<file path="config.mk">
export PLATFORM = sky130hd
export DESIGN_NAME = fm_env_gen
export DESIGN_NICKNAME = d
export VERILOG_FILES = /design/src/rtl/fm_env_pkg.sv /design/src/rtl/fm_env_timer.sv /design/src/rtl/fm_env_op.sv /design/src/rtl/fm_env_gen.sv
export SDC_FILE = /design/constraint.sdc
export NUM_CORES = 1
export LEC_CHECK = 0
export BUFFER_PORTS_ARGS = -buffer_cell sky130_fd_sc_hd__clkbuf_2
export CELL_PAD_IN_SITES_DETAIL_PLACEMENT = 2
export CELL_PAD_IN_SITES_GLOBAL_PLACEMENT = 2
export CORE_ASPECT_RATIO = 0.9
export CORE_UTILIZATION = 29
export DETAILED_ROUTE_END_ITERATION = 8
export PLACE_DENSITY_LB_ADDON = 0.1
export SLEW_MARGIN = 20
export SYNTH_ARGS = -nofsm -noshare
export SYNTH_HDL_FRONTEND = slang
export SYNTH_SLANG_ARGS = --single-unit
</file>
<file path="constraint.sdc">
create_clock -name clk -period 10.3 [get_ports clk]
set_input_delay 2.575 -clock clk [delete_from_list [all_inputs] [get_ports clk]]
set_output_delay 2.575 -clock clk [all_outputs]
set_load 0.02 [all_outputs]
</file>
<file path="src/rtl/fm_env_pkg.sv">
package fm_env_pkg;

  localparam int ATT_W   = 10;
  localparam int RATE_W  = 32;
  localparam int SH_LSB  = 24;
  localparam logic [ATT_W-1:0] ATT_MAX = '1;

  typedef enum logic [2:0] {
    EG_OFF = 3'd0,
    EG_REL = 3'd1,
    EG_SUS = 3'd2,
    EG_DEC = 3'd3,
    EG_ATK = 3'd4
  } eg_phase_t;

  // gate: true when the counter bits below the rate shift are all zero
  function automatic logic gate_open(input logic [RATE_W-1:0] rate, input logic [31:0] cnt);
    logic [7:0]  sh;
    logic [31:0] mask;
    sh   = rate[RATE_W-1:SH_LSB];
    mask = (sh >= 8'd32) ? 32'hFFFF_FFFF : ((32'd1 << sh) - 32'd1);
    return (cnt & mask) == 32'd0;
  endfunction

  // exponent: 3-bit field picked by the counter bits above the shift
  function automatic logic [2:0] pick_exp(input logic [RATE_W-1:0] rate, input logic [31:0] cnt);
    logic [7:0]  sh;
    logic [31:0] upper;
    int          k;
    sh    = rate[RATE_W-1:SH_LSB];
    upper = (sh >= 8'd32) ? 32'd0 : (cnt >> sh);
    k     = int'(upper[2:0]);
    return rate[k*3 +: 3];
  endfunction

  // exponential attack: signed sum, caller clamps at zero
  function automatic logic signed [31:0] attack_sum(input logic [ATT_W-1:0] att, input logic [2:0] e);
    logic signed [31:0] cur;
    logic signed [31:0] inv;
    cur = $signed({{(32-ATT_W){1'b0}}, att});
    inv = ~cur;
    return cur + ((inv <<< e) >>> 5);
  endfunction

  // linear rise with saturation at the maximum attenuation
  function automatic logic [ATT_W-1:0] rise_sat(input logic [ATT_W-1:0] att, input logic [2:0] e);
    logic [31:0] s;
    s = {{(32-ATT_W){1'b0}}, att} + ((32'd1 << e) >> 1);
    return (s >= {{(32-ATT_W){1'b0}}, ATT_MAX}) ? ATT_MAX : s[ATT_W-1:0];
  endfunction

endpackage

</file>
<file path="src/rtl/fm_env_timer.sv">
module fm_env_timer #(
  parameter int TIMER_W      = 32,
  parameter int CNT_W        = 12,
  parameter int FRAC_W       = 16,
  parameter int TICK_SAMPLES = 3
) (
  input  logic               clk,
  input  logic               rst_n,
  input  logic               sample_en,
  input  logic [TIMER_W-1:0] timer_step,
  output logic               tick,
  output logic [CNT_W-1:0]   cnt_next
);

  localparam logic [TIMER_W-1:0] THRESH = TIMER_W'(TICK_SAMPLES) << FRAC_W;

  logic [TIMER_W-1:0] acc;
  logic [CNT_W-1:0]   cnt;

  assign tick     = (acc >= THRESH);
  assign cnt_next = cnt + CNT_W'(1);

  always_ff @(posedge clk or negedge rst_n) begin
    if (!rst_n) begin
      acc <= '0;
      cnt <= '0;
    end else begin
      acc <= acc - (tick ? THRESH : '0) + (sample_en ? timer_step : '0);
      if (tick) cnt <= cnt_next;
    end
  end

  AST_CNT_ADVANCES: assert property (@(posedge clk) disable iff (!rst_n)
    tick |=> (cnt == CNT_W'($past(cnt) + CNT_W'(1))));
  AST_CNT_HOLDS: assert property (@(posedge clk) disable iff (!rst_n)
    !tick |=> $stable(cnt));
  AST_BACKLOG_DRAINS: assert property (@(posedge clk) disable iff (!rst_n)
    (tick && !sample_en) |=> (acc < $past(acc)));

endmodule

</file>
<file path="src/rtl/fm_env_op.sv">
module fm_env_op
  import fm_env_pkg::*;
#(
  parameter int CNT_W = 12
) (
  input  logic              clk,
  input  logic              rst_n,
  input  logic              tick,
  input  logic [CNT_W-1:0]  cnt,
  input  logic              key_on,
  input  logic              key_off,
  input  logic [RATE_W-1:0] atk_word,
  input  logic [RATE_W-1:0] dec_word,
  input  logic [RATE_W-1:0] sus_word,
  input  logic [RATE_W-1:0] rel_word,
  input  logic [ATT_W-1:0]  sus_lvl,
  output logic [ATT_W-1:0]  att,
  output eg_phase_t         phase,
  output logic              step
);

  logic [RATE_W-1:0]  cur_word;
  logic [31:0]        cnt_w;
  logic               gate;
  logic [2:0]         ex;
  logic signed [31:0] atk_s;
  logic [ATT_W-1:0]   rise;
  logic [ATT_W-1:0]   att_nx;
  eg_phase_t          phase_nx;
  logic               do_step;

  assign cnt_w = 32'(cnt);

  always_comb begin
    unique case (phase)
      EG_ATK:  cur_word = atk_word;
      EG_DEC:  cur_word = dec_word;
      EG_SUS:  cur_word = sus_word;
      default: cur_word = rel_word;
    endcase
  end

  assign gate    = gate_open(cur_word, cnt_w);
  assign ex      = pick_exp(cur_word, cnt_w);
  assign atk_s   = attack_sum(att, ex);
  assign rise    = rise_sat(att, ex);
  assign do_step = tick && gate && (phase != EG_OFF) && !key_on && !key_off;

  always_comb begin
    att_nx   = att;
    phase_nx = phase;
    unique case (phase)
      EG_ATK: begin
        if (atk_s <= 0) begin
          att_nx   = '0;
          phase_nx = EG_DEC;
        end else begin
          att_nx = atk_s[ATT_W-1:0];
        end
      end
      EG_DEC: begin
        att_nx = rise;
        if (rise >= sus_lvl) phase_nx = EG_SUS;
      end
      EG_SUS: att_nx = rise;
      EG_REL: begin
        att_nx = rise;
        if (rise == ATT_MAX) phase_nx = EG_OFF;
      end
      default: ;
    endcase
  end

  always_ff @(posedge clk or negedge rst_n) begin
    if (!rst_n) begin
      att   <= ATT_MAX;
      phase <= EG_OFF;
      step  <= 1'b0;
    end else begin
      step <= do_step;
      if (key_on)       phase <= EG_ATK;
      else if (key_off) phase <= EG_REL;
      else if (do_step) begin
        att   <= att_nx;
        phase <= phase_nx;
      end
    end
  end

  AST_OFF_SILENT: assert property (@(posedge clk) disable iff (!rst_n)
    (phase == EG_OFF) |-> (att == ATT_MAX));
  AST_KEYON_ATTACK: assert property (@(posedge clk) disable iff (!rst_n)
    key_on |=> (phase == EG_ATK));
  AST_KEYOFF_RELEASE: assert property (@(posedge clk) disable iff (!rst_n)
    (key_off && !key_on) |=> (phase == EG_REL));
  AST_ATTACK_ENDS_AT_ZERO: assert property (@(posedge clk) disable iff (!rst_n)
    (phase == EG_ATK && !key_on && !key_off) |=> (phase != EG_DEC || att == '0));
  AST_RELEASE_RISES: assert property (@(posedge clk) disable iff (!rst_n)
    (phase == EG_REL && !key_on && !key_off) |=> (att >= $past(att)));
  AST_STEP_NEEDS_TICK: assert property (@(posedge clk) disable iff (!rst_n)
    !tick |=> !step);

endmodule

</file>
<file path="src/rtl/fm_env_gen.sv">
module fm_env_gen
  import fm_env_pkg::*;
#(
  parameter int NUM_OPS = 4,
  parameter int TIMER_W = 32,
  parameter int CNT_W   = 12
) (
  input  logic                     clk,
  input  logic                     rst_n,
  input  logic                     sample_en,
  input  logic [TIMER_W-1:0]       timer_step,
  input  logic [NUM_OPS-1:0]       key_on,
  input  logic [NUM_OPS-1:0]       key_off,
  input  logic [NUM_OPS*32-1:0]    atk_rate,
  input  logic [NUM_OPS*32-1:0]    dec_rate,
  input  logic [NUM_OPS*32-1:0]    sus_rate,
  input  logic [NUM_OPS*32-1:0]    rel_rate,
  input  logic [NUM_OPS*10-1:0]    sus_lvl,
  input  logic [NUM_OPS*10-1:0]    tot_lvl,
  output logic [NUM_OPS*11-1:0]    env_lvl,
  output logic [NUM_OPS*3-1:0]     op_state,
  output logic [NUM_OPS-1:0]       op_step
);

  localparam int ENV_W = ATT_W + 1;

  logic             tick;
  logic [CNT_W-1:0] cnt_next;

  fm_env_timer #(
    .TIMER_W(TIMER_W),
    .CNT_W  (CNT_W)
  ) u_timer (
    .clk       (clk),
    .rst_n     (rst_n),
    .sample_en (sample_en),
    .timer_step(timer_step),
    .tick      (tick),
    .cnt_next  (cnt_next)
  );

  for (genvar g = 0; g < NUM_OPS; g++) begin : g_op
    logic [ATT_W-1:0] att;
    eg_phase_t        phase;

    fm_env_op #(.CNT_W(CNT_W)) u_op (
      .clk     (clk),
      .rst_n   (rst_n),
      .tick    (tick),
      .cnt     (cnt_next),
      .key_on  (key_on[g]),
      .key_off (key_off[g]),
      .atk_word(atk_rate[g*32 +: 32]),
      .dec_word(dec_rate[g*32 +: 32]),
      .sus_word(sus_rate[g*32 +: 32]),
      .rel_word(rel_rate[g*32 +: 32]),
      .sus_lvl (sus_lvl[g*ATT_W +: ATT_W]),
      .att     (att),
      .phase   (phase),
      .step    (op_step[g])
    );

    assign env_lvl[g*ENV_W +: ENV_W] = ENV_W'(att) + ENV_W'(tot_lvl[g*ATT_W +: ATT_W]);
    assign op_state[g*3 +: 3]        = phase;
  end

endmodule

</file>
==> flow_summary.yaml <==
status:
  status: "finished clean"
clock_tree:
  clock_latency_ns: 0.40
  clk_pin_slew_ns: 0.09
  holdBufCountCts: 0
  cts.sinks: 100
  cts_buffers: 9
  ctsHtreeMaxLevel: 3
  cts_tree: "built"
  root_buffer: "clkbuf_16"
  clockBufferDepth: 2
drt:
  drt-total-wl_um: 111000
  wl_per_cell_um: 23.5
  first_pass_iters: 5
  antenna_left: 0
  route.detailed.drc: 0
  vias: 25900
  routed_via_density: 5.49
  drt_iter0_drc: 976
critical_path:
  crit_required_ns: 10.56
  crit_fanout: 11
  path_class: "input pin to flop"
  regToRegStartpoint: "u_timer.cnt[0]$_DFFE_PN0P_"
  cpMaxStageDelayCell: "or3_1"
  start_kind: "input pin"
  regToRegEndpoint: "g_op[3].u_op.phase[0]$_DFFE_PN0P_"
  cpPeakStageDelay_ns: 0.42
  endpoint_kind: "flop"
  r2r_cells: 37
  ff2ff_setup_slack_ns: 1.15
  worstPathArrival_ns: 10.15
floorplan:
  dieArea_um2: 77300
  die_w_um: 293
  coreArea_um2: 75000
  start_util: 0.294
  die_h_um: 264
  ios: 695
  rows: 95
sta:
  slew_violations: 0
  min_period_over_period: 0.960
  setup_tns_ns: 0
  layout_min_cycle_time_ns: 9.89
  max-slew-margin-rel: 0.266
  setup_viol: 0
  hold_violations: 0
  fin_skew_ns: 0.0146
  max_clock_freq_mhz: 101
  worst_slew_pin_slew_ns: 1.10
logic_synthesis:
  synth_nets: 3845
  yosysWarnings: 0
  async_flop_share: 1.00
  ys_ff_latch: 100
  synth-edff-count: 0
  yosysSeqAreaShare: 0.116
  synthFlopType: "dfrtp_1"
  synth_top_area_cell: "ha_1"
  synth_cell_types: 102
  syn_area_um2: 22100
  yosysMostFrequentCell: "nand2_1"
  yosysTopAreaCellShare: 0.122
  synthCells: 2980
  synth_commonest_cells: "277 x nand2_1, 269 x mux2i_1, 239 x inv_1, 223 x nor2_1, 216 x ha_1"
  syn_area_per_cell_um2: 7.41
  ys_top_cells_by_area: "ha_1 12%, mux2i_1 12%, dfrtp_1 6.8%"
layout:
  final_nets: 4552
  final_util: 0.372
  syn_to_final_growth_pct: 26.5
  final_layout_size_suffix_gt1_frac: 0.289
  stdcell_count: 4716
  design_area_um2: 27900
placement:
  dp.cells: 4686
  io_buffers: 694
  placed_area_um2: 27400
  gp_routability_congestion: 0.899
  place_hpwl_um: 93500
global_route:
  grt_pass1_wl_um: 170000
  grt_usage: 0.278
  antenna_found_initial: 7
  grt_pass1_vias: 28500
  grt_start_max_net_pins: 55
  grt-ovfl-total: 0
worst_hold_path:
  hp-start: "u_timer.acc[0]$_DFF_PN0_"
  min_to: "u_timer.acc[0]$_DFF_PN0_"
  hold_path.class: "flop to flop"
  min_delay_path_depth: 1
power:
  power_mw: 3.69
  p_leak_nw: 13.8
  powerDensity_nw_per_um2: 132
  vdd_drop_max_uv: 98.5
run:
  cap_violations: 0
-- state kept, by name, summed over array words and instances (netlist names) --
register and count:
g_op.u_op.phase 12, u_timer.acc 32, g_op.u_op.step 4, u_timer.cnt 12
g_op.u_op.att 40
-- layout make-up --
type / count / area, µm²
fill: 8900 / 47100
clock buffer: 10 / 229
antenna: 6 / 15.0
sequential: 100 / 2560
clock inverter: 6 / 46.3
inverter: 242 / 908
timing repair buffer: 851 / 4720
multi-input combinational: 2483 / 18200
tap: 1018 / 1270
-- repair_timing --
action | 4_1_cts | 5_1_grt
pin swaps | 0 | 5
buffers inserted | 0 | 8
setup endpoints to repair | 6 | 37
resized for setup | 3 | 46
-- worst max-delay path: cells and delay by family --
family                   cells  cell delay [ns]
AO/OA/AOI/OAI               19             3.67
adder cells (fa/ha/maj)      3             0.91
buffers and inverters        6             1.06
AND/OR/NAND/NOR             10             1.88
-- cell usage in the layout, fill, tap and decap left out, types with 34 or more instances in the layout --
master,Yosys,routed
nand2_1,277,276
a21oi_1,210,207
nand3_1,70,70
buf_4,11,152
dfstp_2,40,40
a21o_1,62,61
xor2_1,40,40
inv_1,239,239
mux2_2,62,62
xnor2_1,89,89
nor3_1,70,70
o221ai_1,34,34
dfrtp_1,60,56
clkbuf_2,0,693
o21ai_0,185,179
nor2_1,223,220
mux2i_1,269,265
nand2b_1,48,48
ha_1,216,216
o21bai_1,42,42
-- per-stage QoR --
stage | worst slack [ns] | hold slack (ns)
5_1_grt | -0.0418 | 0.517
4_1_cts | 0.0437 | 0.501
3_5_place_dp | -0.473 | 0.479
2_1_floorplan | 0.634 | 0.456
6_report | 0.414 | 0.492
3_3_place_gp | -0.166 | 0.465
-- worst max-delay path by stage --
stage               slack (ns)                           endpoint  cells past startpoint           from
finish                    0.41  g_op[3].u_op.phase[0]$_DFFE_PN0P_                     38  dec_rate[126]
global route             -0.04  g_op[0].u_op.phase[0]$_DFFE_PN0P_                     33   sus_rate[24]
CTS                       0.04  g_op[0].u_op.phase[1]$_DFFE_PN0P_                     33   dec_rate[24]
detailed placement       -0.47  g_op[1].u_op.phase[0]$_DFFE_PN0P_                     37   sus_rate[57]
global placement         -0.17  g_op[0].u_op.phase[2]$_DFFE_PN0P_                     32   rel_rate[24]
floorplan                 0.63  g_op[0].u_op.phase[0]$_DFFE_PN0P_                     37   atk_rate[27]
-- logic make-up (layout without fill, tap and decap cells) --
group           Yosys count  count (layout)  synth area share
other cells               0               6                 0
buf+inv                 397            1109            0.0723
simple gates            898             898             0.195
compound gates          888             888             0.270
flops                   100             100             0.116
mux                     338             338             0.160
xor+xnor                129             129            0.0512
fa+ha+maj               230             230             0.135
-- report_power, final --
part	leakage, nW	switching [mW]	internal (mW)
clock network	0.135	0.199	0.167
registers	1.14	0.0904	0.504
logic	12.5	1.60	1.13
total	13.8	1.89	1.81
-- layer usage --
layer / global-route usage / up-vias / share of wire
met1: 0.352 / 12900 / 0.45
li1: - / 12300 / -
met3: 0.0264 / 82 / 0.032
met2: 0.504 / 548 / 0.50
met5: 0 / - / 0.000099
met4: 0.0618 / 2 / 0.019
Power figures use the tool's default switching activity.
